==> config.mk <==
export PLATFORM = sky130hd
export DESIGN_NAME = fp32_adder
export DESIGN_NICKNAME = d
export VERILOG_FILES = /design/src/rtl/fp32_add_pkg.sv /design/src/rtl/fp32_unpack.sv /design/src/rtl/fp32_special.sv /design/src/rtl/fp32_sticky_shift.sv /design/src/rtl/fp32_core.sv /design/src/rtl/fp32_adder.sv
export SDC_FILE = /design/constraint.sdc
export NUM_CORES = 1
export LEC_CHECK = 0
export CORE_AREA = 2 2 176 178
export CTS_CLUSTER_DIAMETER = 200
export DETAILED_ROUTE_END_ITERATION = 7
export DIE_AREA = 0 0 178 180
export PLACE_DENSITY = 0.85
export SLEW_MARGIN = 10
export SYNTH_ARGS = -nofsm -noshare
export SYNTH_HDL_FRONTEND = slang
export SYNTH_HIERARCHICAL = 1
export SYNTH_SLANG_ARGS = --single-unit
export TNS_END_PERCENT = 10
==> constraint.sdc <==
create_clock -name clk -period 66.6 [get_ports clk]
set_clock_uncertainty 0.1 [all_clocks]
set_input_delay 16.65 -clock clk [delete_from_list [all_inputs] [get_ports clk]]
set_output_delay 16.65 -clock clk [all_outputs]
set_load 0.1 [all_outputs]
==> src/rtl/fp32_add_pkg.sv <==
package fp32_add_pkg;

    localparam int EXP_W   = 8;
    localparam int FRAC_W  = 23;
    localparam int SIG_W   = FRAC_W + 1;
    localparam int EXT_W   = SIG_W + 3;
    localparam int WORD_W  = 1 + EXP_W + FRAC_W;
    localparam int IEXP_W  = EXP_W + 2;
    localparam int LZ_W    = $clog2(EXT_W + 1);
    localparam int EXP_MAX = (1 << EXP_W) - 1;

    localparam logic [WORD_W-1:0] DEFAULT_NAN =
        {1'b0, {EXP_W{1'b1}}, 1'b1, {(FRAC_W-1){1'b0}}};
    localparam logic [WORD_W-1:0] QUIET_MASK =
        {{(1+EXP_W){1'b0}}, 1'b1, {(FRAC_W-1){1'b0}}};

    typedef enum logic [2:0] {
        CL_ZERO, CL_SUB, CL_NORM, CL_INF, CL_QNAN, CL_SNAN
    } fclass_e;

    typedef enum logic [1:0] {
        RM_NEAR = 2'b00,
        RM_ZERO = 2'b01,
        RM_UP   = 2'b10,
        RM_DOWN = 2'b11
    } rmode_e;

    typedef struct packed {
        logic              sign;
        logic [IEXP_W-1:0] exp;
        logic [SIG_W-1:0]  sig;
        fclass_e           cls;
    } operand_t;

    typedef struct packed {
        logic invalid;
        logic overflow;
        logic underflow;
        logic inexact;
    } flags_t;

    function automatic logic [LZ_W-1:0] lead_zeros(input logic [EXT_W-1:0] v);
        logic [LZ_W-1:0] cnt;
        logic            seen;
        cnt  = '0;
        seen = 1'b0;
        for (int i = EXT_W - 1; i >= 0; i--) begin
            if (!seen) begin
                if (v[i]) seen = 1'b1;
                else      cnt  = cnt + 1'b1;
            end
        end
        return cnt;
    endfunction

endpackage

==> src/rtl/fp32_unpack.sv <==
module fp32_unpack
    import fp32_add_pkg::*;
(
    input  logic [WORD_W-1:0] word_i,
    input  logic              flush_i,
    output operand_t          op_o
);
    logic [EXP_W-1:0]  e_fld;
    logic [FRAC_W-1:0] f_fld;

    assign e_fld = word_i[WORD_W-2:FRAC_W];
    assign f_fld = word_i[FRAC_W-1:0];

    always_comb begin
        op_o.sign = word_i[WORD_W-1];
        op_o.exp  = IEXP_W'(1);
        op_o.sig  = '0;
        op_o.cls  = CL_ZERO;
        if (e_fld == '0) begin
            if (f_fld != '0 && !flush_i) begin
                op_o.cls = CL_SUB;
                op_o.sig = {1'b0, f_fld};
            end
        end else if (e_fld == {EXP_W{1'b1}}) begin
            op_o.exp = IEXP_W'(EXP_MAX);
            if (f_fld == '0)          op_o.cls = CL_INF;
            else if (f_fld[FRAC_W-1]) op_o.cls = CL_QNAN;
            else                      op_o.cls = CL_SNAN;
        end else begin
            op_o.cls = CL_NORM;
            op_o.exp = IEXP_W'(e_fld);
            op_o.sig = {1'b1, f_fld};
        end
    end
endmodule

==> src/rtl/fp32_special.sv <==
module fp32_special
    import fp32_add_pkg::*;
(
    input  logic [WORD_W-1:0] x_word_i,
    input  logic [WORD_W-1:0] y_word_i,
    input  fclass_e           x_cls_i,
    input  fclass_e           y_cls_i,
    input  logic              x_sign_i,
    input  logic              y_sign_i,
    input  rmode_e            rmode_i,
    output logic              take_o,
    output logic [WORD_W-1:0] word_o,
    output flags_t            flags_o
);
    always_comb begin
        take_o  = 1'b1;
        word_o  = '0;
        flags_o = '0;
        if (x_cls_i == CL_SNAN) begin
            word_o          = x_word_i | QUIET_MASK;
            flags_o.invalid = 1'b1;
        end else if (y_cls_i == CL_SNAN) begin
            word_o          = y_word_i | QUIET_MASK;
            flags_o.invalid = 1'b1;
        end else if (x_cls_i == CL_QNAN) begin
            word_o = x_word_i;
        end else if (y_cls_i == CL_QNAN) begin
            word_o = y_word_i;
        end else if (x_cls_i == CL_INF && y_cls_i == CL_INF) begin
            if (x_sign_i == y_sign_i) begin
                word_o = x_word_i;
            end else begin
                word_o          = DEFAULT_NAN;
                flags_o.invalid = 1'b1;
            end
        end else if (x_cls_i == CL_INF) begin
            word_o = x_word_i;
        end else if (y_cls_i == CL_INF) begin
            word_o = y_word_i;
        end else if (x_cls_i == CL_ZERO && y_cls_i == CL_ZERO) begin
            if (x_sign_i == y_sign_i) word_o = {x_sign_i, {(WORD_W-1){1'b0}}};
            else                      word_o = {rmode_i == RM_DOWN, {(WORD_W-1){1'b0}}};
        end else if (x_cls_i == CL_ZERO) begin
            word_o = y_word_i;
        end else if (y_cls_i == CL_ZERO) begin
            word_o = x_word_i;
        end else begin
            take_o = 1'b0;
        end
    end
endmodule

==> src/rtl/fp32_sticky_shift.sv <==
module fp32_sticky_shift #(
    parameter int W    = 27,
    parameter int SH_W = 10
) (
    input  logic [W-1:0]    val_i,
    input  logic [SH_W-1:0] amt_i,
    output logic [W-1:0]    val_o
);
    logic         lost;
    logic [W-1:0] moved;

    always_comb begin
        lost = 1'b0;
        for (int i = 0; i < W; i++) begin
            if (SH_W'(i) < amt_i) lost = lost | val_i[i];
        end
        moved = (amt_i >= SH_W'(W)) ? '0 : (val_i >> amt_i);
        val_o = {moved[W-1:1], moved[0] | lost};
    end
endmodule

==> src/rtl/fp32_core.sv <==
module fp32_core
    import fp32_add_pkg::*;
(
    input  logic              a_sign_i,
    input  logic [IEXP_W-1:0] a_exp_i,
    input  logic [SIG_W-1:0]  a_sig_i,
    input  logic              b_sign_i,
    input  logic [IEXP_W-1:0] b_exp_i,
    input  logic [SIG_W-1:0]  b_sig_i,
    input  rmode_e            rmode_i,
    output logic [WORD_W-1:0] word_o,
    output flags_t            flags_o
);
    logic              a_big;
    logic              big_sign, sml_sign;
    logic [IEXP_W-1:0] big_exp, sml_exp, gap;
    logic [EXT_W-1:0]  big_m, sml_m, sml_al;
    logic [EXT_W:0]    sum_w;
    logic [EXT_W-1:0]  dif_w;
    logic [LZ_W-1:0]   lz;
    logic [IEXP_W-1:0] lz_ext, room, lsh;
    logic [EXT_W-1:0]  m_n;
    logic [IEXP_W-1:0] e_n;
    logic              cancel, rest, inc, to_inf, ovf;
    logic [SIG_W:0]    rnd;
    logic [IEXP_W-1:0] e_fin;
    logic [FRAC_W-1:0] frac_fin;

    assign a_big    = {a_exp_i, a_sig_i} >= {b_exp_i, b_sig_i};
    assign big_sign = a_big ? a_sign_i : b_sign_i;
    assign sml_sign = a_big ? b_sign_i : a_sign_i;
    assign big_exp  = a_big ? a_exp_i  : b_exp_i;
    assign sml_exp  = a_big ? b_exp_i  : a_exp_i;
    assign big_m    = {(a_big ? a_sig_i : b_sig_i), 3'b000};
    assign sml_m    = {(a_big ? b_sig_i : a_sig_i), 3'b000};
    assign gap      = big_exp - sml_exp;

    fp32_sticky_shift #(.W(EXT_W), .SH_W(IEXP_W)) u_align (
        .val_i (sml_m),
        .amt_i (gap),
        .val_o (sml_al)
    );

    assign sum_w  = {1'b0, big_m} + {1'b0, sml_al};
    assign dif_w  = big_m - sml_al;
    assign lz     = lead_zeros(dif_w);
    assign lz_ext = IEXP_W'(lz);
    assign room   = big_exp - IEXP_W'(1);
    assign lsh    = (lz_ext > room) ? room : lz_ext;

    always_comb begin
        cancel = 1'b0;
        if (big_sign == sml_sign) begin
            if (sum_w[EXT_W]) begin
                m_n = {sum_w[EXT_W:2], |sum_w[1:0]};
                e_n = big_exp + IEXP_W'(1);
            end else begin
                m_n = sum_w[EXT_W-1:0];
                e_n = big_exp;
            end
        end else begin
            cancel = (dif_w == '0);
            m_n    = dif_w << lsh;
            e_n    = big_exp - lsh;
        end
    end

    assign rest = |m_n[2:0];

    always_comb begin
        unique case (rmode_i)
            RM_NEAR: inc = m_n[2] & (m_n[1] | m_n[0] | m_n[3]);
            RM_ZERO: inc = 1'b0;
            RM_UP:   inc = rest & ~big_sign;
            default: inc = rest & big_sign;
        endcase
    end

    assign rnd = {1'b0, m_n[EXT_W-1:3]} + (SIG_W+1)'(inc);

    always_comb begin
        if (rnd[SIG_W]) begin
            frac_fin = '0;
            e_fin    = e_n + IEXP_W'(1);
        end else begin
            frac_fin = rnd[FRAC_W-1:0];
            e_fin    = rnd[SIG_W-1] ? e_n : '0;
        end
    end

    assign ovf    = e_fin >= IEXP_W'(EXP_MAX);
    assign to_inf = (rmode_i == RM_NEAR) ||
                    (rmode_i == RM_UP && !big_sign) ||
                    (rmode_i == RM_DOWN && big_sign);

    always_comb begin
        flags_o = '0;
        if (cancel) begin
            word_o = {rmode_i == RM_DOWN, {(WORD_W-1){1'b0}}};
        end else if (ovf) begin
            flags_o.overflow = 1'b1;
            flags_o.inexact  = 1'b1;
            word_o = to_inf ? {big_sign, {EXP_W{1'b1}}, {FRAC_W{1'b0}}}
                            : {big_sign, {(EXP_W-1){1'b1}}, 1'b0, {FRAC_W{1'b1}}};
        end else begin
            flags_o.inexact   = rest;
            flags_o.underflow = rest & ~m_n[EXT_W-1];
            word_o = {big_sign, e_fin[EXP_W-1:0], frac_fin};
        end
    end
endmodule

==> src/rtl/fp32_adder.sv <==
module fp32_adder
    import fp32_add_pkg::*;
(
    input  logic        clk,
    input  logic        rst,
    input  logic [31:0] x_i,
    input  logic [31:0] y_i,
    input  logic [1:0]  rmode_i,
    input  logic        flush_i,
    output logic [31:0] sum_o,
    output logic        invalid_o,
    output logic        overflow_o,
    output logic        underflow_o,
    output logic        inexact_o
);
    operand_t          op_x, op_y;
    rmode_e            rm;
    logic              spc_take;
    logic [WORD_W-1:0] spc_word, core_word, sum_q;
    flags_t            spc_flags, core_flags, flags_q;

    assign rm = rmode_e'(rmode_i);

    fp32_unpack u_unp_x (.word_i(x_i), .flush_i(flush_i), .op_o(op_x));
    fp32_unpack u_unp_y (.word_i(y_i), .flush_i(flush_i), .op_o(op_y));

    fp32_special u_spc (
        .x_word_i (x_i),
        .y_word_i (y_i),
        .x_cls_i  (op_x.cls),
        .y_cls_i  (op_y.cls),
        .x_sign_i (op_x.sign),
        .y_sign_i (op_y.sign),
        .rmode_i  (rm),
        .take_o   (spc_take),
        .word_o   (spc_word),
        .flags_o  (spc_flags)
    );

    fp32_core u_core (
        .a_sign_i (op_x.sign),
        .a_exp_i  (op_x.exp),
        .a_sig_i  (op_x.sig),
        .b_sign_i (op_y.sign),
        .b_exp_i  (op_y.exp),
        .b_sig_i  (op_y.sig),
        .rmode_i  (rm),
        .word_o   (core_word),
        .flags_o  (core_flags)
    );

    always_ff @(posedge clk) begin
        if (rst) begin
            sum_q   <= '0;
            flags_q <= '0;
        end else begin
            sum_q   <= spc_take ? spc_word  : core_word;
            flags_q <= spc_take ? spc_flags : core_flags;
        end
    end

    assign sum_o       = sum_q;
    assign invalid_o   = flags_q.invalid;
    assign overflow_o  = flags_q.overflow;
    assign underflow_o = flags_q.underflow;
    assign inexact_o   = flags_q.inexact;
endmodule

==> Yosys cells after proc, flatten, opt, wreduce, memory -nomap -nowiden <==
Cells that the tools add are included.
{ "word_totals": {"ff_bits": 36, "input_bits": 69, "out_inout_bits": 36, "word_cells": 335} }
{ "op_classes": {"n_addsub": 34, "magnitude_cmp": 28, "n_eq_ne": 13, "shifts": 2, "n_mux": 195, "n_bitwise": 33, "n_reduce_logical": 25} }
{ "ops": {"columns": ["op", "n"], "rows": [
  ["$mux 32", 14],
  ["$mux 5", 52],
  ["$mux 27", 5],
  ["$add 5x1->5 const B", 25],
  ["$mux 24", 5],
  ["$lt 5x10->1 const A", 11],
  ["$mux 1", 99],
  ["$lt 4x10->1 const A", 8],
  ["$mux 26", 2],
  ["$mux 10", 5],
  ["$mux 8", 6],
  ["$logic_not 23->1", 2],
  ["$reduce_bool 23->1", 2],
  ["$lt 3x10->1 const A", 4],
  ["$ge 32x32->1", 1],
  ["$mux 31", 1],
  ["$add 27x27->28", 1],
  ["$logic_not 27->1", 1],
  ["$shl 27x10->27", 1],
  ["$shr 27x10->27", 1],
  ["$sub 27x27->27", 1],
  ["$or 1x1->1", 26],
  ["$add 24x1->25", 1],
  ["$mux 23", 1],
  ["other kinds (27)", 55]
]} }

==> Depth between registers and ports, before layout <==
Gate-level depths: netlist of the first run.
{ "logic_depth": {"word_depth": 151, "mapped_depth": 154, "depth_no_buf": 142} }

==> Hierarchy <==
The synthesis of the first run kept the hierarchy.
{ "modules_own_cells": {"columns": ["module", "instances", "cells_each", "area_per_inst_um2", "seq_area_each_um2"], "rows": [
  ["fp32_core", 1, 2176, 14448.9, 0.0],
  ["fp32_sticky_shift", 1, 256, 2052.0, 0.0],
  ["fp32_adder", 1, 116, 1306.3, 720.7],
  ["fp32_unpack", 2, 60, 421.7, 0.0],
  ["fp32_special", 1, 92, 710.7, 0.0]
]} }

==> Worst setup path after synthesis of the first run <==
OpenSTA, ideal clock, no wires.
{ "synth_timing": {"path_type": "in2reg", "start": "input x_i[5]", "end": "register sum_q[14] (netlist: sum_o[14])", "setup_time_ps": 64, "t_arrival_ps": 42720, "required_time_ps": 66436, "path_slack_ps": 23716, "stages": 140, "path_buffers": 14, "path_cell_list": "nor4_1 > nand4_1 > o211a_1 > buf_6 > and2_4 > ha_1 > and4_1 > nand2_1 > or3_1 > nor4_1 > a211o_1 > a221o_1 > nor2_1 > clkbuf_1 > clkbuf_1 > and3_1 > a21oi_1 > ha_1 > (+104 left out) > a31oi_1 > a31oi_1 > a2111oi_0 > a21o_1 > ha_1 > ha_1 > nor2b_1 > o221ai_2 > nor4_4 > nor2_1 > o41a_1 > o21ai_1 > a221oi_2 > or3_4 > buf_6 > o21ai_2 > mux2i_1 > nor2_1"} }
{ "synth_rtl": {"columns": ["item", "line", "text"], "rows": [
  ["start: declaration", "fp32_adder.sv:6", "input logic [31:0] x_i,"],
  ["end signal: assignment", "fp32_adder.sv:57", "sum_q <= spc_take ? spc_word : core_word;"],
  ["end: declaration", "fp32_adder.sv:19", "logic [WORD_W-1:0] spc_word, core_word, sum_q;"]
]} }

==> results.sh, run 1 <==
export IMPL_p_leak_uw=0.007762
export IMPL_crit_top_cell="ha_1"
export IMPL_clk_pin_slew_ns=0.06
export IMPL_wl_per_cell_microns=23.99
export IMPL_numCtsBuffers=5
export IMPL_row_count=64
export IMPL_final_cell_mix="nand2_1 (301), nor2_1 (272), a21oi_1 (184), o21ai_0 (134), ha_1 (126)"
export IMPL_max_slew_margin=0.2002
export IMPL_nets=2945
export IMPL_start_util=0.6413
export IMPL_hpwl_microns=59530
export IMPL_first_iter_violations=3320
export IMPL_vias=22910
export IMPL_gp_congestion=1.051
export IMPL_ys_ff_latch=36
export IMPL_syn_inst=2760
export IMPL_ctsHoldBuffers=0
export IMPL_cts_htree_levels=2
export IMPL_worstPathMaxFanout=86
export IMPL_ys_async_sr_fraction=0
export IMPL_syn_area_sq_mm=0.01936
export IMPL_critPathKind="primary input to flip-flop"
export IMPL_cts_num_sinks=36
export IMPL_routed_wl_microns=75430
export IMPL_synth_area_leaders="ha_1 (8.2%), mux2i_1 (6.3%), nand2_1 (5.8%), nor2_1 (5.3%), a21oi_1 (4.8%)"
export IMPL_rsz0062_at_grt="false"
export IMPL_finalMaxSlewViolations=0
export IMPL_cts_max_path_buffers=2
export IMPL_hold_end="sum_o[20]"
export IMPL_seq_area_frac_synth=0.03722
export IMPL_grt_total_usage=0.4497
export IMPL_die_area_sq_mm=0.03204
export IMPL_num_io_pins=105
export IMPL_drt_pass1_iter_count=8
export IMPL_status="finished, final reports clean"
export IMPL_hp_class="primary input to flip-flop"
export IMPL_ir_drop_v=0.00001680
export IMPL_avgSynthCellArea_sq_um=7.015
export IMPL_yosys_area_top_type="ha_1"
export IMPL_drive_gt1_frac=0.1015
export IMPL_max_cap_violations=0
export IMPL_cp_data_arrival_time_ns=49.61
export IMPL_synth_top_flop_cell="dfxtp_1"
export IMPL_tns_ns=0
export IMPL_antenna_found_initial=0
export IMPL_fmax_mhz=20.20
export IMPL_critical_path_required_ns=66.71
export IMPL_die_w_microns=178
export IMPL_pwr_density_cell_mw_per_mm2=22.53
export IMPL_final_setup_viol_count=0
export IMPL_synth_edf_count=0
export IMPL_cts_tree="yes"
export IMPL_slowest_delay_ns=0.91
export IMPL_grt_pass1_vias=20980
export IMPL_final_common_cell="nand2_1"
export IMPL_period_needed_ns=49.50
export IMPL_hp_start="rst"
export IMPL_grt_pass1_wl_microns=115900
export IMPL_drc=0
export IMPL_whs_path_depth=3
export IMPL_core_area_sq_mm=0.03019
export IMPL_cpMaxStageDelayCell="xor2_1"
export IMPL_tightest_slew_ns=1.190
export IMPL_antenna_left=0
export IMPL_endpoint_kind="flip-flop"
export IMPL_synth_top_cell_area_share=0.08207
export IMPL_die_h_microns=180
export IMPL_cp_start_kind="primary input"
export IMPL_portBuffers=104
export IMPL_timing_final_crit_share=0.7433
export IMPL_yosys_warnings=6
export IMPL_ctsResizeCount=0
export IMPL_cts_setup_buffers=0
export IMPL_grt_overflow_total=0
export IMPL_via_per_inst=7.288
export IMPL_antenna_cells=0
export IMPL_area_growth_pct=5.848
export IMPL_grt_start_max_net_pins=87
export IMPL_hold_viol=0
export IMPL_total_power_uw=461.8
export IMPL_yosysUniqueCellTypes=139
export IMPL_cts_root_buf="clkbuf_16"
## cells in the mapped netlist (18+ instances only)
library cell / count
a32o_1: 24
o21bai_1: 27
ha_1: 127
nor3b_1: 18
nor3_1: 90
nor2_1: 273
nand4_1: 49
or3_1: 27
inv_1: 124
o21a_1: 23
and2_1: 55
clkbuf_1: 93
mux2i_1: 122
o211ai_1: 32
a31oi_1: 24
nand2b_1: 27
and3_1: 24
nand2_1: 301
and2_4: 22
or2_2: 21
buf_2: 47
o21ai_1: 32
nor2b_1: 22
mux2_2: 40
xor2_1: 35
dfxtp_1: 36
a211oi_1: 38
mux4_2: 27
a21o_1: 45
nand3_1: 60
xnor2_1: 92
nor4_1: 40
o21ai_0: 134
a21oi_1: 185
## flip-flops by register name (all words and copies together) (netlist names)
signal / cells
overflow_o: 1
inexact_o: 1
invalid_o: 1
underflow_o: 1
sum_o: 32
## logic make-up (layout without fill, tap and decap cells)
group	after synthesis	after routing	share of synthesized area
and+or+nand+nor	1121	1121	0.3025
AOI/OAI and AO/OA	807	807	0.2951
buffers and inverters	317	287	0.07787
muxes	196	196	0.1236
xor gates and xnor gates	143	143	0.07548
adders and majority gates	135	135	0.08724
DFF	36	36	0.03722
other	5	23	0.0009695
## critical path: cells and delay by family
| family | cells | cell delay (ns) |
|---|---|---|
| compound gates | 51 | 9.82 |
| xor+xnor | 4 | 1.43 |
| fa+ha+maj | 20 | 6.30 |
| buf+inv | 10 | 3.34 |
| mux | 4 | 0.76 |
| simple gates | 51 | 11.22 |
## where the power goes
group	leakage [uW]	total, uW	switching, uW	internal (uW)
logic	0.00739	409	277	132
clock network	0.0000736	22.7	8.91	13.8
registers	0.000300	30.0	2.29	27.7
total	0.00776	462	289	173
## layer usage
metal	up-vias	global-route usage	wire length (microns)	share of wire
li1	10210	-	-	-
met1	10580	0.5603	28200	0.37
met2	1762	0.7419	33980	0.45
met3	363	0.05816	7986	0.11
met4	0	0.2534	5269	0.070
met5	-	0	0	0
## through the flow
| step | std cells | worst slack [ns] | utilization | hold slack, ns | cell area (sq um) |
|---|---|---|---|---|---|
| 3_3_place_gp | 3136 | 18.59 | 0.6741 | 17.36 | 20350 |
| 5_1_grt | 3144 | 15.01 | 0.6788 | 17.09 | 20490 |
| 6_report | 3144 | 17.10 | 0.6788 | 17.08 | 20490 |
| 4_1_cts | 3144 | 18.08 | 0.6788 | 17.08 | 20490 |
| 3_5_place_dp | 3136 | 18.00 | 0.6741 | 17.36 | 20350 |
| 2_1_floorplan | 2778 | 23.72 | - | 16.80 | 19430 |
## how the worst max path moves through the flow
stage,start,depth (start not counted),to,slack [ns]
finish,x_i[28],140,sum_o[21],17.10
global route,y_i[27],138,sum_o[21],15.01
CTS,y_i[27],137,sum_o[21],18.08
detailed placement,y_i[27],141,sum_o[18],18.00
global placement,y_i[27],136,sum_o[2],18.59
floorplan,x_i[5],140,sum_o[14],23.72
## layout make-up
cell class	count	area (sq um)
flip-flops and latches	36	720.7
inverters	133	501.7
multi-input cells	2425	17280
clock buffers	5	125.1
fillers	2621	9696
clock inverters	3	18.77
repair buffers	146	1356
well taps	396	495.5
(Power assumes the default switching activity.)
==> run 2: changes to the inputs <==
CORE_AREA = 2 2 186 188   (was 2 2 176 178)
DIE_AREA = 0 0 188 190   (was 0 0 178 180)
PLACE_DENSITY = 0.8   (was 0.85)
clock period = 41.1 ns   (was 66.6 ns; I/O delays follow)
==> run 2 against run 1 <==
Against the previous run:
- sequential cell count stayed put
- sequential power is 63% higher
- setup slack worse by 15 ns
- final area is 2.6% higher
- critical endpoint is now sum_o[15]
- largest power group unchanged
==> results.sh, run 2 (same netlist as run 1, synthesis figures left out) <==
export IMPL_status="finished, final reports clean"
export IMPL_die_area_sq_mm=0.03572
export IMPL_antenna_cells=0
export IMPL_whs_path_depth=4
export IMPL_period_needed_ns=39.19
export IMPL_row_count=68
export IMPL_grt_start_max_net_pins=73
export IMPL_p_seq_frac=0.063
export IMPL_die_w_microns=188
export IMPL_antenna_found_initial=1
export IMPL_multi_input_area_sq_mm=0.01740
export IMPL_rsz0062_at_grt="false"
export IMPL_switching_share=0.6154
export IMPL_routed_wl_microns=78180
export IMPL_fmax_mhz=25.52
export IMPL_slowest_delay_ns=0.74
export IMPL_nets=2985
export IMPL_core_area_sq_mm=0.03395
export IMPL_p_leak_uw=0.008030
export IMPL_grt_pass1_vias=20950
export IMPL_drt_pass1_iter_count=8
export IMPL_cts_tree="yes"
export IMPL_drive_gt1_frac=0.1230
export IMPL_tightest_slew_ns=1.175
export IMPL_start_util=0.5703
export IMPL_timing_final_crit_share=0.9535
export IMPL_die_h_microns=190
export IMPL_via_per_inst=7.001
export IMPL_portBuffers=104
export IMPL_final_cell_mix="nand2_1 (301), nor2_1 (270), a21oi_1 (182), o21ai_0 (134), inv_1 (122)"
export IMPL_grt_pass1_wl_microns=119900
export IMPL_cp_data_arrival_time_ns=39.32
export IMPL_combinationalPowerShare=0.880
export IMPL_hold_end="sum_o[27]"
export IMPL_finalMaxSlewViolations=0
export IMPL_first_iter_violations=2848
export IMPL_cp_startpoint="x_i[0]"
export IMPL_area_growth_pct=8.640
export IMPL_final_setup_viol_count=0
export IMPL_max_cap_violations=0
export IMPL_internal_power_uw=298.3
export IMPL_grt_total_usage=0.4197
export IMPL_hpwl_microns=62350
export IMPL_tns_ns=0
export IMPL_fillCellCount=3122
export IMPL_cpMaxStageDelayCell="o31ai_1"
export IMPL_largest_reg_flops=32
export IMPL_p_clk_frac=0.057
export IMPL_crit_top_cell="ha_1"
export IMPL_ctsHoldBuffers=0
export IMPL_fin_util=0.6196
export IMPL_critical_path_required_ns=41.23
export IMPL_worstPathMaxFanout=26
export IMPL_hold_viol=0
export IMPL_gp_congestion=1.041
export IMPL_cts_htree_levels=2
export IMPL_cts_max_path_buffers=2
export IMPL_fin_ws_ns=1.913
export IMPL_cts_num_sinks=36
export IMPL_p_switching_uw=477.3
export IMPL_cts_root_buf="clkbuf_16"
export IMPL_endpoint_kind="flip-flop"
export IMPL_hp_start="x_i[27]"
export IMPL_hp_class="primary input to flip-flop"
export IMPL_hold_ws_ns=10.66
export IMPL_seq_area_sq_um=720.7
export IMPL_final_common_cell="nand2_1"
export IMPL_ir_drop_v=0.00004841
export IMPL_num_io_pins=105
export IMPL_grt_overflow_total=0
export IMPL_antenna_left=0
export IMPL_total_power_uw=775.6
export IMPL_cp_start_kind="primary input"
export IMPL_max_slew_margin=0.2141
export IMPL_critPathKind="primary input to flip-flop"
export IMPL_vias=22700
export IMPL_clk_pin_slew_ns=0.06
export IMPL_drc=0
export IMPL_dpl_worst_slack_ns=1.274
export IMPL_pwr_density_cell_mw_per_mm2=36.88
export IMPL_numCtsBuffers=5
export IMPL_wl_per_cell_microns=24.11
==> run 2: cell count changes in the layout (fill, tap and decap cells not counted), sizes merged <==
| cell | change |
|---|---|
| buf | +39 |
| clkdlybuf4s50 | -7 |
| dlymetal6s2s | +7 |
| clkinv | -2 |
| bufinv | +1 |
| clkinvlp | +1 |
| or4 | +1 |
==> run 2: metal layers <==
metal / vias up / track usage / part of all wire / wire length [microns]
met1: 10610 / 0.5180 / 0.39 / 30390
li1: 10300 / - / - / -
met2: 1481 / 0.7276 / 0.47 / 36480
met4: 0 / 0.2096 / 0.060 / 4687
met3: 312 / 0.04261 / 0.085 / 6618
met5: - / 0 / 0 / 0
==> run 2: through the flow <==
step,cell area [sq um],std cells
2_1_floorplan,19430,2778
3_3_place_gp,20710,3232
3_5_place_dp,20710,3232
4_1_cts,20880,3240
5_1_grt,21030,3243
6_report,21030,3243
==> run 2: worst max-delay path by stage <==
stage               slack (ns)  cells past startpoint        end
finish                    1.91                    134  sum_o[15]
floorplan                 4.59                    140  sum_o[14]
global placement          1.78                    133   sum_o[4]
CTS                       1.40                    133  sum_o[15]
global route              0.02                    141   sum_o[0]
detailed placement        1.27                    133  sum_o[15]
==> run 2: area by class of cell <==
type	instances	share of cell area
sequential	36	0.03426
tap	455	0.02707
inverter	133	0.02385
clock inverter	3	0.002022
multi-input combinational	2426	0.8270
clock buffer	5	0.005948
timing repair buffer	185	0.07983
==> run 2: critical path: cells and delay by family <==
| family | cells | cell delay [ns] |
|---|---|---|
| buffers and inverters | 11 | 2.23 |
| XOR/XNOR | 4 | 0.87 |
| adder cells (fa/ha/maj) | 17 | 5.63 |
| AO/OA/AOI/OAI | 45 | 9.26 |
| multiplexers | 5 | 1.07 |
| AND/OR/NAND/NOR | 52 | 9.89 |
==> run 2: power by group through the flow <==
stage	clock network [uW]	registers, uW	logic (uW)
after floorplan	0	119	405
after global placement	0	49.3	647
after detailed placement	0	49.4	653
after CTS	44.5	48.7	657
after global routing	45.9	49.4	723
final	44.4	48.8	682
==> run 2: repair_timing <==
item                                    in CTS  in global routing
setup buffers                                0                  2
endpoints found under the hold margin        0                  0
endpoints found under the setup margin       0                 34
resized for setup                            0                 35
